<file path="src/rtl/ide_pio_pkg.sv">
package ide_pio_pkg;

  // counter width able to hold a count of 16 clocks
  localparam int CNT_W  = 5;
  localparam int BYTE_W = 8;

  localparam logic [BYTE_W-1:0] SETUP_RST  = 8'h40;
  localparam logic [BYTE_W-1:0] TIMING_RST = 8'h3F;
  localparam int IRQ_BIT = 4;

  // configuration map
  localparam int ADR_SU_P0 = 0;
  localparam int ADR_SU_P1 = 1;
  localparam int ADR_SU_SH = 2;
  localparam int ADR_TIM0  = 3;

  typedef enum logic [1:0] {
    PH_IDLE   = 2'd0,
    PH_SETUP  = 2'd1,
    PH_ACTIVE = 2'd2,
    PH_RECOV  = 2'd3
  } phase_t;

  // active nibble: 0 wraps to 16
  function automatic logic [CNT_W-1:0] act_clocks(input logic [3:0] f);
    return (f == 4'd0) ? CNT_W'(16) : CNT_W'(f);
  endfunction

  // recovery code: 0 -> 16, 15 -> 1, else code+1
  function automatic logic [CNT_W-1:0] rec_clocks(input logic [3:0] c);
    logic [CNT_W-1:0] r;
    if (c == 4'd0)       r = CNT_W'(16);
    else if (c == 4'hF)  r = CNT_W'(1);
    else                 r = CNT_W'(c) + CNT_W'(1);
    return r;
  endfunction

  // address setup code
  function automatic logic [CNT_W-1:0] setup_clocks(input logic [1:0] c);
    logic [CNT_W-1:0] r;
    unique case (c)
      2'b01:   r = CNT_W'(2);
      2'b10:   r = CNT_W'(3);
      2'b00:   r = CNT_W'(4);
      default: r = CNT_W'(5);
    endcase
    return r;
  endfunction

  function automatic logic [CNT_W-1:0] max_cnt(input logic [CNT_W-1:0] a,
                                               input logic [CNT_W-1:0] b);
    return (a > b) ? a : b;
  endfunction

endpackage

</file>
<file path="src/rtl/ide_pio_regs.sv">
module ide_pio_regs
  import ide_pio_pkg::*;
#(
  parameter int NUM_DRV = 4,
  parameter int CFG_AW  = 3
) (
  input  logic                           clk,
  input  logic                           rst_n,
  input  logic                           cfg_we,
  input  logic [CFG_AW-1:0]              cfg_addr,
  input  logic [BYTE_W-1:0]              cfg_wdata,
  output logic [BYTE_W-1:0]              cfg_rdata,
  input  logic                           irq_set,
  output logic                           irq_pend,
  output logic [NUM_DRV-1:0][BYTE_W-1:0] tim_bytes,
  output logic [1:0]                     su_p0,
  output logic [1:0]                     su_p1,
  output logic [1:0]                     su_sh
);

  localparam logic [CFG_AW-1:0] A_P0 = CFG_AW'(ADR_SU_P0);
  localparam logic [CFG_AW-1:0] A_P1 = CFG_AW'(ADR_SU_P1);
  localparam logic [CFG_AW-1:0] A_SH = CFG_AW'(ADR_SU_SH);

  logic [BYTE_W-1:0] p0_q, p1_q, sh_q;
  logic              flag_q;
  logic [NUM_DRV-1:0][BYTE_W-1:0] tim_q;

  // named events for checks
  logic wr_sh, clr_req;
  assign wr_sh   = cfg_we && (cfg_addr == A_SH);
  assign clr_req = wr_sh && cfg_wdata[IRQ_BIT];

  always_ff @(posedge clk or negedge rst_n) begin
    if (!rst_n) begin
      p0_q <= SETUP_RST;
      p1_q <= SETUP_RST;
      sh_q <= SETUP_RST;
    end else if (cfg_we) begin
      if (cfg_addr == A_P0) p0_q <= cfg_wdata;
      if (cfg_addr == A_P1) p1_q <= cfg_wdata;
      if (cfg_addr == A_SH) begin
        sh_q          <= cfg_wdata;
        sh_q[IRQ_BIT] <= 1'b0;
      end
    end
  end

  always_ff @(posedge clk or negedge rst_n) begin
    if (!rst_n)        flag_q <= 1'b0;
    else if (irq_set)  flag_q <= 1'b1;
    else if (clr_req)  flag_q <= 1'b0;
  end

  always_ff @(posedge clk or negedge rst_n) begin
    if (!rst_n) begin
      for (int i = 0; i < NUM_DRV; i++) tim_q[i] <= TIMING_RST;
    end else if (cfg_we) begin
      for (int i = 0; i < NUM_DRV; i++)
        if (cfg_addr == CFG_AW'(ADR_TIM0 + i)) tim_q[i] <= cfg_wdata;
    end
  end

  always_comb begin
    cfg_rdata = '0;
    if (cfg_addr == A_P0) cfg_rdata = p0_q;
    if (cfg_addr == A_P1) cfg_rdata = p1_q;
    if (cfg_addr == A_SH) begin
      cfg_rdata          = sh_q;
      cfg_rdata[IRQ_BIT] = flag_q;
    end
    for (int i = 0; i < NUM_DRV; i++)
      if (cfg_addr == CFG_AW'(ADR_TIM0 + i)) cfg_rdata = tim_q[i];
  end

  assign tim_bytes = tim_q;
  assign su_p0     = p0_q[7:6];
  assign su_p1     = p1_q[7:6];
  assign su_sh     = sh_q[7:6];
  assign irq_pend  = flag_q;

  assert_irq_set_R7: assert property (@(posedge clk) disable iff (!rst_n)
    irq_set |=> irq_pend);
  assert_irq_w1c_R7: assert property (@(posedge clk) disable iff (!rst_n)
    (clr_req && !irq_set) |=> !irq_pend);
  assert_irq_zero_keeps_R7: assert property (@(posedge clk) disable iff (!rst_n)
    (wr_sh && !cfg_wdata[IRQ_BIT] && irq_pend) |=> irq_pend);

endmodule

</file>
<file path="src/rtl/ide_pio_sel.sv">
module ide_pio_sel
  import ide_pio_pkg::*;
#(
  parameter int NUM_DRV = 4
) (
  input  logic [NUM_DRV-1:0][BYTE_W-1:0] tim_bytes,
  input  logic [1:0]                     su_p0,
  input  logic [1:0]                     su_p1,
  input  logic [1:0]                     su_sh,
  input  logic                           chan,
  input  logic                           drv,
  output logic [CNT_W-1:0]               setup_clk,
  output logic [CNT_W-1:0]               active_clk,
  output logic [CNT_W-1:0]               recov_clk
);

  localparam int DRV_W = $clog2(NUM_DRV);

  logic [CNT_W-1:0] act_d [NUM_DRV];
  logic [CNT_W-1:0] rec_d [NUM_DRV];

  for (genvar g = 0; g < NUM_DRV; g++) begin : g_dec
    assign act_d[g] = act_clocks(tim_bytes[g][7:4]);
    assign rec_d[g] = rec_clocks(tim_bytes[g][3:0]);
  end

  logic [DRV_W-1:0] idx;
  assign idx = DRV_W'({chan, drv});

  logic [CNT_W-1:0] prim_setup;
  assign prim_setup = max_cnt(setup_clocks(su_p0), setup_clocks(su_p1));

  assign setup_clk  = chan ? setup_clocks(su_sh) : prim_setup;
  assign active_clk = act_d[idx];
  assign recov_clk  = rec_d[idx];

  always_comb begin
    assert_setup_range_R4: assert (setup_clk >= CNT_W'(2) && setup_clk <= CNT_W'(5));
    assert_counts_nonzero_R2: assert (active_clk != '0 && recov_clk != '0);
  end

endmodule

</file>
<file path="src/rtl/ide_pio_seq.sv">
module ide_pio_seq
  import ide_pio_pkg::*;
(
  input  logic             clk,
  input  logic             rst_n,
  input  logic             req_valid,
  input  logic             req_chan,
  input  logic             req_drv,
  input  logic             req_write,
  output logic             req_ready,
  input  logic [CNT_W-1:0] setup_clk,
  input  logic [CNT_W-1:0] active_clk,
  input  logic [CNT_W-1:0] recov_clk,
  output logic             addr_en,
  output logic             chan_o,
  output logic             drv_o,
  output logic             rd_stb,
  output logic             wr_stb,
  output logic             done
);

  phase_t           ph_q, ph_nx;
  logic [CNT_W-1:0] cnt_q, cnt_nx;
  logic [CNT_W-1:0] act_q, rec_q;
  logic             wr_q;

  // named events
  logic accept, last_cyc;
  assign accept   = req_valid && (ph_q == PH_IDLE);
  assign last_cyc = (cnt_q == '0);

  always_comb begin
    ph_nx  = ph_q;
    cnt_nx = cnt_q;
    unique case (ph_q)
      PH_IDLE: if (accept) begin
        ph_nx  = PH_SETUP;
        cnt_nx = setup_clk - CNT_W'(1);
      end
      PH_SETUP: if (last_cyc) begin
        ph_nx  = PH_ACTIVE;
        cnt_nx = act_q - CNT_W'(1);
      end else cnt_nx = cnt_q - CNT_W'(1);
      PH_ACTIVE: if (last_cyc) begin
        ph_nx  = PH_RECOV;
        cnt_nx = rec_q - CNT_W'(1);
      end else cnt_nx = cnt_q - CNT_W'(1);
      default: if (last_cyc) begin
        ph_nx  = PH_IDLE;
        cnt_nx = '0;
      end else cnt_nx = cnt_q - CNT_W'(1);
    endcase
  end

  always_ff @(posedge clk or negedge rst_n) begin
    if (!rst_n) begin
      ph_q    <= PH_IDLE;
      cnt_q   <= '0;
      act_q   <= '0;
      rec_q   <= '0;
      wr_q    <= 1'b0;
      chan_o  <= 1'b0;
      drv_o   <= 1'b0;
      addr_en <= 1'b0;
      rd_stb  <= 1'b0;
      wr_stb  <= 1'b0;
      done    <= 1'b0;
    end else begin
      ph_q    <= ph_nx;
      cnt_q   <= cnt_nx;
      if (accept) begin
        act_q  <= active_clk;
        rec_q  <= recov_clk;
        wr_q   <= req_write;
        chan_o <= req_chan;
        drv_o  <= req_drv;
      end
      addr_en <= (ph_nx != PH_IDLE);
      rd_stb  <= (ph_nx == PH_ACTIVE) && !wr_q;
      wr_stb  <= (ph_nx == PH_ACTIVE) && wr_q;
      done    <= (ph_q == PH_RECOV) && last_cyc;
    end
  end

  assign req_ready = (ph_q == PH_IDLE);

  // strobe length watcher
  logic [CNT_W:0] stb_run_q;
  always_ff @(posedge clk or negedge rst_n) begin
    if (!rst_n)                stb_run_q <= '0;
    else if (rd_stb || wr_stb) stb_run_q <= stb_run_q + 1'b1;
    else                       stb_run_q <= '0;
  end

  assert_strobe_max_R2: assert property (@(posedge clk) disable iff (!rst_n)
    stb_run_q <= (CNT_W+1)'(16));
  assert_one_strobe_R8: assert property (@(posedge clk) disable iff (!rst_n)
    !(rd_stb && wr_stb));
  assert_setup_first_R8: assert property (@(posedge clk) disable iff (!rst_n)
    $rose(addr_en) |-> !(rd_stb || wr_stb));
  assert_setup_min_R4: assert property (@(posedge clk) disable iff (!rst_n)
    $rose(addr_en) |=> !(rd_stb || wr_stb));
  assert_done_pulse_R8: assert property (@(posedge clk) disable iff (!rst_n)
    done |=> !done);
  assert_done_after_recov_R8: assert property (@(posedge clk) disable iff (!rst_n)
    $rose(done) |-> ($past(addr_en) && !$past(rd_stb || wr_stb) && !addr_en));
  assert_accept_starts_R9: assert property (@(posedge clk) disable iff (!rst_n)
    accept |=> (addr_en && !req_ready));
  assert_busy_not_ready_R9: assert property (@(posedge clk) disable iff (!rst_n)
    addr_en |-> !req_ready);

endmodule

</file>
<file path="src/rtl/ide_pio_timer.sv">
module ide_pio_timer
  import ide_pio_pkg::*;
#(
  parameter int NUM_DRV = 4,
  parameter int CFG_AW  = 3
) (
  input  logic              clk,
  input  logic              rst_n,
  input  logic              cfg_we,
  input  logic [CFG_AW-1:0] cfg_addr,
  input  logic [7:0]        cfg_wdata,
  output logic [7:0]        cfg_rdata,
  input  logic              sec_irq_set,
  output logic              sec_irq_pend,
  input  logic              req_valid,
  output logic              req_ready,
  input  logic              req_chan,
  input  logic              req_drv,
  input  logic              req_write,
  output logic              ata_addr_en,
  output logic              ata_chan,
  output logic              ata_drv,
  output logic              ata_rd_stb,
  output logic              ata_wr_stb,
  output logic              acc_done
);

  logic [NUM_DRV-1:0][BYTE_W-1:0] tim_bytes;
  logic [1:0]       su_p0, su_p1, su_sh;
  logic [CNT_W-1:0] setup_clk, active_clk, recov_clk;

  ide_pio_regs #(.NUM_DRV(NUM_DRV), .CFG_AW(CFG_AW)) regs_i (
    .clk, .rst_n, .cfg_we, .cfg_addr, .cfg_wdata, .cfg_rdata,
    .irq_set(sec_irq_set), .irq_pend(sec_irq_pend),
    .tim_bytes, .su_p0, .su_p1, .su_sh
  );

  ide_pio_sel #(.NUM_DRV(NUM_DRV)) sel_i (
    .tim_bytes, .su_p0, .su_p1, .su_sh,
    .chan(req_chan), .drv(req_drv),
    .setup_clk, .active_clk, .recov_clk
  );

  ide_pio_seq seq_i (
    .clk, .rst_n, .req_valid, .req_chan, .req_drv, .req_write, .req_ready,
    .setup_clk, .active_clk, .recov_clk,
    .addr_en(ata_addr_en), .chan_o(ata_chan), .drv_o(ata_drv),
    .rd_stb(ata_rd_stb), .wr_stb(ata_wr_stb), .done(acc_done)
  );

endmodule

</file>
<file path="config.mk">
export PLATFORM = sky130hd
export DESIGN_NAME = ide_pio_timer
export DESIGN_NICKNAME = d
export VERILOG_FILES = /design/src/rtl/ide_pio_pkg.sv /design/src/rtl/ide_pio_regs.sv /design/src/rtl/ide_pio_sel.sv /design/src/rtl/ide_pio_seq.sv /design/src/rtl/ide_pio_timer.sv
export SDC_FILE = /design/constraint.sdc
export NUM_CORES = 1
export LEC_CHECK = 0
export ABC_AREA = 1
export ABC_CLOCK_PERIOD_IN_PS = 7600
export BUFFER_PORTS_ARGS = -buffer_cell sky130_fd_sc_hd__clkbuf_2
export CAP_MARGIN = 5
export CORE_UTILIZATION = 50
export CTS_CLUSTER_DIAMETER = 120
export DETAILED_ROUTE_END_ITERATION = 12
export PLACE_DENSITY = 0.64
export SLEW_MARGIN = 30
export SYNTH_ARGS = -nofsm -noshare
export SYNTH_HDL_FRONTEND = slang
export SYNTH_SLANG_ARGS = --single-unit
</file>
<file path="constraint.sdc">
create_clock -name clk -period 7.6 [get_ports clk]
set_input_delay 0.38 -clock clk [delete_from_list [all_inputs] [get_ports clk]]
set_output_delay 0.38 -clock clk [all_outputs]
set_load 0.1 [all_outputs]
</file>
After elaboration in Yosys (flattened, before gate mapping)

Index checks and enable logic that the tools add are counted.
Widths: inputs -> output; s select.

Flip-flop bits (word level): 80
Logic and storage cells: 123
Output and inout port bits: 16
Bits of input ports: 19

Bitwise logic cells: 1
Reduce and logical (&&, ||, !) cells: 30
$lt $le $gt $ge: 2
Multiplexer cells: 42
Equal/unequal tests: 21
Add/subtract/negate cells: 8

Operator list:

| kind                | number |
|---|---|
| $mux 5              | 21 |
| $mux 8              | 7 |
| $logic_not 4->1     | 8 |
| $pmux 3 s3          | 3 |
| $add 4x1->5 const B | 4 |
| $bmux 5 s2          | 2 |
| $sub 5x1->5 const B | 4 |
| $eq 4x4->1 const B  | 4 |
| $pmux 5 s3          | 1 |
| $reduce_and 2->1    | 7 |
| $eq 2x2->1 const B  | 6 |
| $eq 3x3->1 const B  | 3 |
| $eq 2x1->1 const B  | 4 |
| $logic_not 2->1     | 4 |
| $mux 2              | 4 |
| $eq 3x2->1 const B  | 2 |
| $logic_and 1x1->1   | 6 |
| $pmux 2 s3          | 1 |
| $logic_not 5->1     | 1 |
| $reduce_bool 2->1   | 2 |
| $eq 3x1->1 const B  | 1 |
| $ge 3x3->1 const B  | 1 |
| $gt 3x3->1          | 1 |
| $logic_not 3->1     | 1 |
| other kinds (5)     | 6 |

Longest topological paths before layout

Depth in word-level cells: 8
Mapped depth: 18
Depth with buffers taken out: 18

Modules after synthesis

A second synthesis with hierarchy kept.

Cells, all modules: 655
Area, all modules: 4895.9 sq um

By module, submodules not included:

| module       | area an instance (sq um) | cells an instance | sequential area each (sq um) | instances |
|---|---|---|---|---|
| ide_pio_regs | 2578.7                   | 302               | 1435.1                       | 1 |
| ide_pio_seq  | 1366.3                   | 177               | 600.6                        | 1 |
| ide_pio_sel  | 950.9                    | 176               | 0.0                          | 1 |

Worst setup path after synthesis

Ideal clock, no wire load.

Path type: input to output
From: input port cfg_addr[0]
To: output port cfg_rdata[4]
Required time: 7220 ps
Stages: 3
Arrival time: 2148 ps
Buffers on the path: 0
Slack: 5072 ps
Cell sequence: nor2_1 nand2_1 o2111ai_1

Longest elaborated chain between the ends: 8
Elaborated cells on any way between the ends: 14
Classes of those cells: 6 x eq/ne; 7 x mux; 1 x reduce/logical

Ends and longest elaborated chain:

| item                | line                | source |
|---|---|---|
| start, declared     | ide_pio_timer.sv:10 | `input logic [CFG_AW-1:0] cfg_addr,` |
| $logic_not 3->1     | ide_pio_regs.sv:66  | `if (cfg_addr == A_P0) cfg_rdata = p0_q;` |
| $mux 8              | ide_pio_regs.sv:66  |  |
| $mux 8              | ide_pio_regs.sv:67  | `if (cfg_addr == A_P1) cfg_rdata = p1_q;` |
| $mux 8              | ide_pio_regs.sv:68  | `if (cfg_addr == A_SH) begin` |
| $mux 8 (3 in a row) | ide_pio_regs.sv:73  | `if (cfg_addr == CFG_AW'(ADR_TIM0 + i)) cfg_rdata = tim_q[i];` |
| $mux 8 (*)          | ide_pio_regs.sv:73  |  |
| end, declared       | ide_pio_timer.sv:12 | `output logic [7:0] cfg_rdata,` |

Mark *: on every way between the ends. The rest lies on a longest branch, timed or not.

Final worst setup path

From: register regs_i.p1_q[6]
To: register seq_i.cnt_q[2]

Longest elaborated chain between the ends: 8
Elaborated cells on any way between the ends: 10
Classes of those cells: 1 x add/sub; 1 x order compare; 2 x eq/ne; 5 x mux; 1 x reduce/logical

Ends and longest elaborated chain:

| item                               | line               | source |
|---|---|---|
| start, declared                    | ide_pio_regs.sv:25 | `logic [BYTE_W-1:0] p0_q, p1_q, sh_q;` |
| start signal, assigned             | ide_pio_regs.sv:41 | `if (cfg_addr == A_P1) p1_q <= cfg_wdata;` |
| $eq 2x2->1 (tied with other cells) | ide_pio_pkg.sv:41  | `unique case (c)` |
| $pmux 3 s3 (*)                     | ide_pio_pkg.sv:41  |  |
| $gt 3x3->1                         | ide_pio_pkg.sv:52  | `return (a > b) ? a : b;` |
| $mux 3 (*)                         | ide_pio_pkg.sv:52  |  |
| $mux 5 (*)                         | ide_pio_sel.sv:33  | `assign setup_clk = chan ? setup_clocks(su_sh) : prim_setup;` |
| $sub 5x1->5 (*)                    | ide_pio_seq.sv:38  | `cnt_nx = setup_clk - CNT_W'(1);` |
| $mux 5 (*)                         | ide_pio_seq.sv:36  | `PH_IDLE: if (accept) begin` |
| $pmux 5 s3 (*)                     | ide_pio_seq.sv:35  | `unique case (ph_q)` |
| end signal, assigned               | ide_pio_seq.sv:70  | `cnt_q <= cnt_nx;` |
| end, declared                      | ide_pio_seq.sv:23  | `logic [CNT_W-1:0] cnt_q, cnt_nx;` |

Mark *: on every way between the ends. The rest lies on a longest branch, timed or not. The select of a mux whose other input is x is not followed.
A chain may end at the register's enable or synchronous reset.

==> load_flow_metrics.sql <==
INSERT INTO impl_metrics (metric_group, metric, value, unit) VALUES
('status', 'status', 'complete, but fails checks', ''),
('status', 'violations', 'DRC', ''),
('global_routing', 'globalRouteTotalUtil', '0.2476', ''),
('setup_path', 'critical_path_type', 'reg2reg', ''),
('logic_synthesis', 'combined_area_of_all_synthesized_cells', '0.004722', 'mm2'),
('sta', 'achievable-frequency', '352.0', 'MHz'),
('place', 'post-place-cells', '720', ''),
('logic_synthesis', 'simple_gate_share_of_the_synthesized_area', '0.2515', ''),
('setup_path', 'worst-path-stages', '15', ''),
('clocking', 'worst_setup_hold_path_clk_slew', '0.09', 'ns'),
('drt', 'route.antenna.remaining_nets', '0', ''),
('die', 'rows', '35', ''),
('drt', 'met2RoutedLength', '5317', 'um'),
('global_routing', 'first_global_vias', '3989', ''),
('logic_synthesis', 'avgSynthCellArea', '8.058', 'um2'),
('pwr', 'total_power', '1679', 'uW'),
('sta', 'setup_skew', '0.01253', 'ns'),
('logic_synthesis', 'synth-edff-count', '0', ''),
('setup_path', 'worstRegToRegCells', '15', ''),
('die', 'die_h', '99.18', 'um'),
('logic_synthesis', 'yosys.cell_types.count', '41', ''),
('logic_synthesis', 'post_synth_inst_count', '586', ''),
('setup_path', 'critPathSlowestCell', 'sky130_fd_sc_hd__dfstp_2', ''),
('layout', 'mostFrequentLayoutCells', '161 x sky130_fd_sc_hd__nand2_1, 67 x sky130_fd_sc_hd__o21ai_0, 61 x sky130_fd_sc_hd__inv_1', ''),
('logic_synthesis', 'multiplexer_area_fraction_after_synthesis', '0', ''),
('logic_synthesis', 'synth_top_cell_by_area', 'sky130_fd_sc_hd__dfrtp_1', ''),
('layout', 'diodes', '0', ''),
('pwr', 'vdd_drop_max', '0.1304', 'mV'),
('setup_path', 'worst-path-max-fanout', '5', ''),
('drt', 'routed_wirelength', '11190', 'um'),
('setup_path', 'critical_path.max_stage_delay', '0.55', 'ns'),
('drt', 'route.layer.met1.wl', '4981', 'um'),
('pwr', 'p_leak', '0.002503', 'uW'),
('global_routing', 'first_pass_grt_wire_length', '19170', 'um'),
('min_path', 'hp-class', 'in2async', ''),
('drt', 'detailed_routed_wire_length_on_met3', '435', 'um'),
('logic_synthesis', 'synth_warnings', '0', ''),
('place', 'detailedPlacementHpwl', '8264', 'um'),
('die', 'initial_utilization', '0.5135', ''),
('clocking', 'clock_tree.htree_level_count', '3', ''),
('logic_synthesis', 'synth_top_area_share', '0.2809', ''),
('job', 'drv.max_cap_violation_count', '0', ''),
('clocking', 'clockBufferDepth', '2', ''),
('clocking', 'insertion_delay', '0.36', 'ns'),
('sta', 'final_hold_violations', '0', ''),
('logic_synthesis', 'netlist_top_cells_area', 'sky130_fd_sc_hd__dfrtp_1 28%, sky130_fd_sc_hd__dfstp_2 15%, sky130_fd_sc_hd__nand2_1 13%', ''),
('setup_path', 'cp-start-kind', 'flop', ''),
('sta', 'finalSetupViolations', '0', ''),
('layout', 'number_of_nets_in_the_layout', '662', ''),
('setup_path', 'bufs_and_invs_on_worst_path', '2', ''),
('place', 'port_buffers', '34', ''),
('sta', 'timing_max_transition_violations_final', '0', ''),
('logic_synthesis', 'mappedNetlistNets', '628', ''),
('global_routing', 'globalRoute.totalOverflow', '0', ''),
('clocking', 'cts_resized', '0', ''),
('setup_path', 'cp.required', '7.89', 'ns'),
('layout', 'number_of_cells_in_the_finished_layout_apart_from_fillers', '736', ''),
('logic_synthesis', 'ys.flop_type', 'sky130_fd_sc_hd__dfrtp_1', ''),
('pwr', 'power-per-cell-area', '323.6', 'mW/mm2'),
('global_routing', 'initial_antenna_violation_count', '0', ''),
('place', 'gp_congestion', '0.8362', ''),
('drt', 'drt_drc_violations_left', '2', ''),
('clocking', 'clock_tree.root_cell', 'sky130_fd_sc_hd__clkbuf_8', ''),
('sta', 'hold_slack_final', '0.04689', 'ns'),
('layout', 'area_growth', '9.857', '%'),
('global_routing', 'grt_max_degree', '81', ''),
('setup_path', 'type_of_destination_of_the_critical_path', 'flop', ''),
('clocking', 'clock_sinks', '80', ''),
('logic_synthesis', 'postSynthRegisterBits', '80', ''),
('setup_path', 'data_arrival_time_of_the_critical_path', '3.13', 'ns'),
('layout', 'layout_cell_share_with_drive_strength_beyond_1', '0.1920', '');
## final cells by class
cell class	instances	area (um2)
flip-flops and latches	80	2036
repair buffers	34	176.4
multi-input cells	423	2345
well taps	111	138.9
inverters	72	271.5
clock buffers	10	127.6
fillers	879	4009
clock inverters	6	92.59
## logic make-up after synthesis
kind of cell,count (synthesis)
XOR/XNOR,12
AND/OR/NAND/NOR,263
buffers and inverters,83
flip-flops,80
AO/OA/AOI/OAI,125
adder cells (fa/ha/maj),23
## state kept, by name (all words and copies together), names as in the netlist
name / cells
regs_i.tim_bytes: 32
regs_i.p0_q: 8
regs_i.p1_q: 8
regs_i.sh_q: 7
seq_i.act_q: 5
seq_i.cnt_q: 5
seq_i.rec_q: 5
seq_i.ph_q: 2
regs_i.irq_pend: 1
seq_i.addr_en: 1
seq_i.chan_o: 1
seq_i.done: 1
seq_i.drv_o: 1
seq_i.rd_stb: 1
seq_i.wr_q: 1
seq_i.wr_stb: 1
## Yosys cell counts (6+ instances only)
| cell type | number |
|---|---|
| sky130_fd_sc_hd__nand3_1 | 39 |
| sky130_fd_sc_hd__inv_2 | 8 |
| sky130_fd_sc_hd__nor2_1 | 32 |
| sky130_fd_sc_hd__nand2_1 | 161 |
| sky130_fd_sc_hd__a221oi_1 | 6 |
| sky130_fd_sc_hd__o21ai_0 | 67 |
| sky130_fd_sc_hd__nand4_1 | 9 |
| sky130_fd_sc_hd__xnor2_1 | 7 |
| sky130_fd_sc_hd__dfstp_2 | 27 |
| sky130_fd_sc_hd__o21ai_2 | 17 |
| sky130_fd_sc_hd__ha_1 | 23 |
| sky130_fd_sc_hd__dfrtp_1 | 53 |
| sky130_fd_sc_hd__o22ai_1 | 7 |
| sky130_fd_sc_hd__inv_1 | 61 |
| sky130_fd_sc_hd__a21oi_1 | 8 |
## power by group
part | internal, uW | total (uW) | leakage [uW] | switching, uW
Sequential | 556 | 649 | 0.000935 | 93.1
Combinational | 218 | 675 | 0.00147 | 457
Clock | 187 | 355 | 0.000103 | 168
## stage by stage
step | util | setup slack (ns)
4_1_cts | 0.5641 | 4.790
3_5_place_dp | 0.5401 | 4.816
3_3_place_gp | 0.5397 | 4.982
5_1_grt | 0.5641 | 4.531
2_1_floorplan | - | 5.072
6_report | 0.5641 | 4.759
## final timing paths
check,end,slack [ns],startpoint
worst max-delay path,seq_i.cnt_q[2]$_DFFE_PN0P_,4.76,regs_i.p1_q[6]$_DFFE_PN1P_
worst min-delay path,regs_i.p0_q[7]$_DFFE_PN0P_,0.05,rst_n
worst max register to register,seq_i.cnt_q[2]$_DFFE_PN0P_,4.76,regs_i.p1_q[6]$_DFFE_PN1P_
worst min register to register,seq_i.rd_stb$_DFF_PN0_,0.48,seq_i.wr_q$_DFFE_PN0P_
max in group asynchronous,seq_i.rec_q[0]$_DFFE_PN0P_,7.05,rst_n
min in group clk,regs_i.irq_pend$_DFFE_PN0P_,0.20,sec_irq_set
## routing by layer
layer  vias up  GRT usage
li1       2014          -
met1      1940     0.3260
met2       101     0.4094
met3        39    0.03654
met4         0     0.1086
met5         -          0
(Power assumes the default switching activity.)
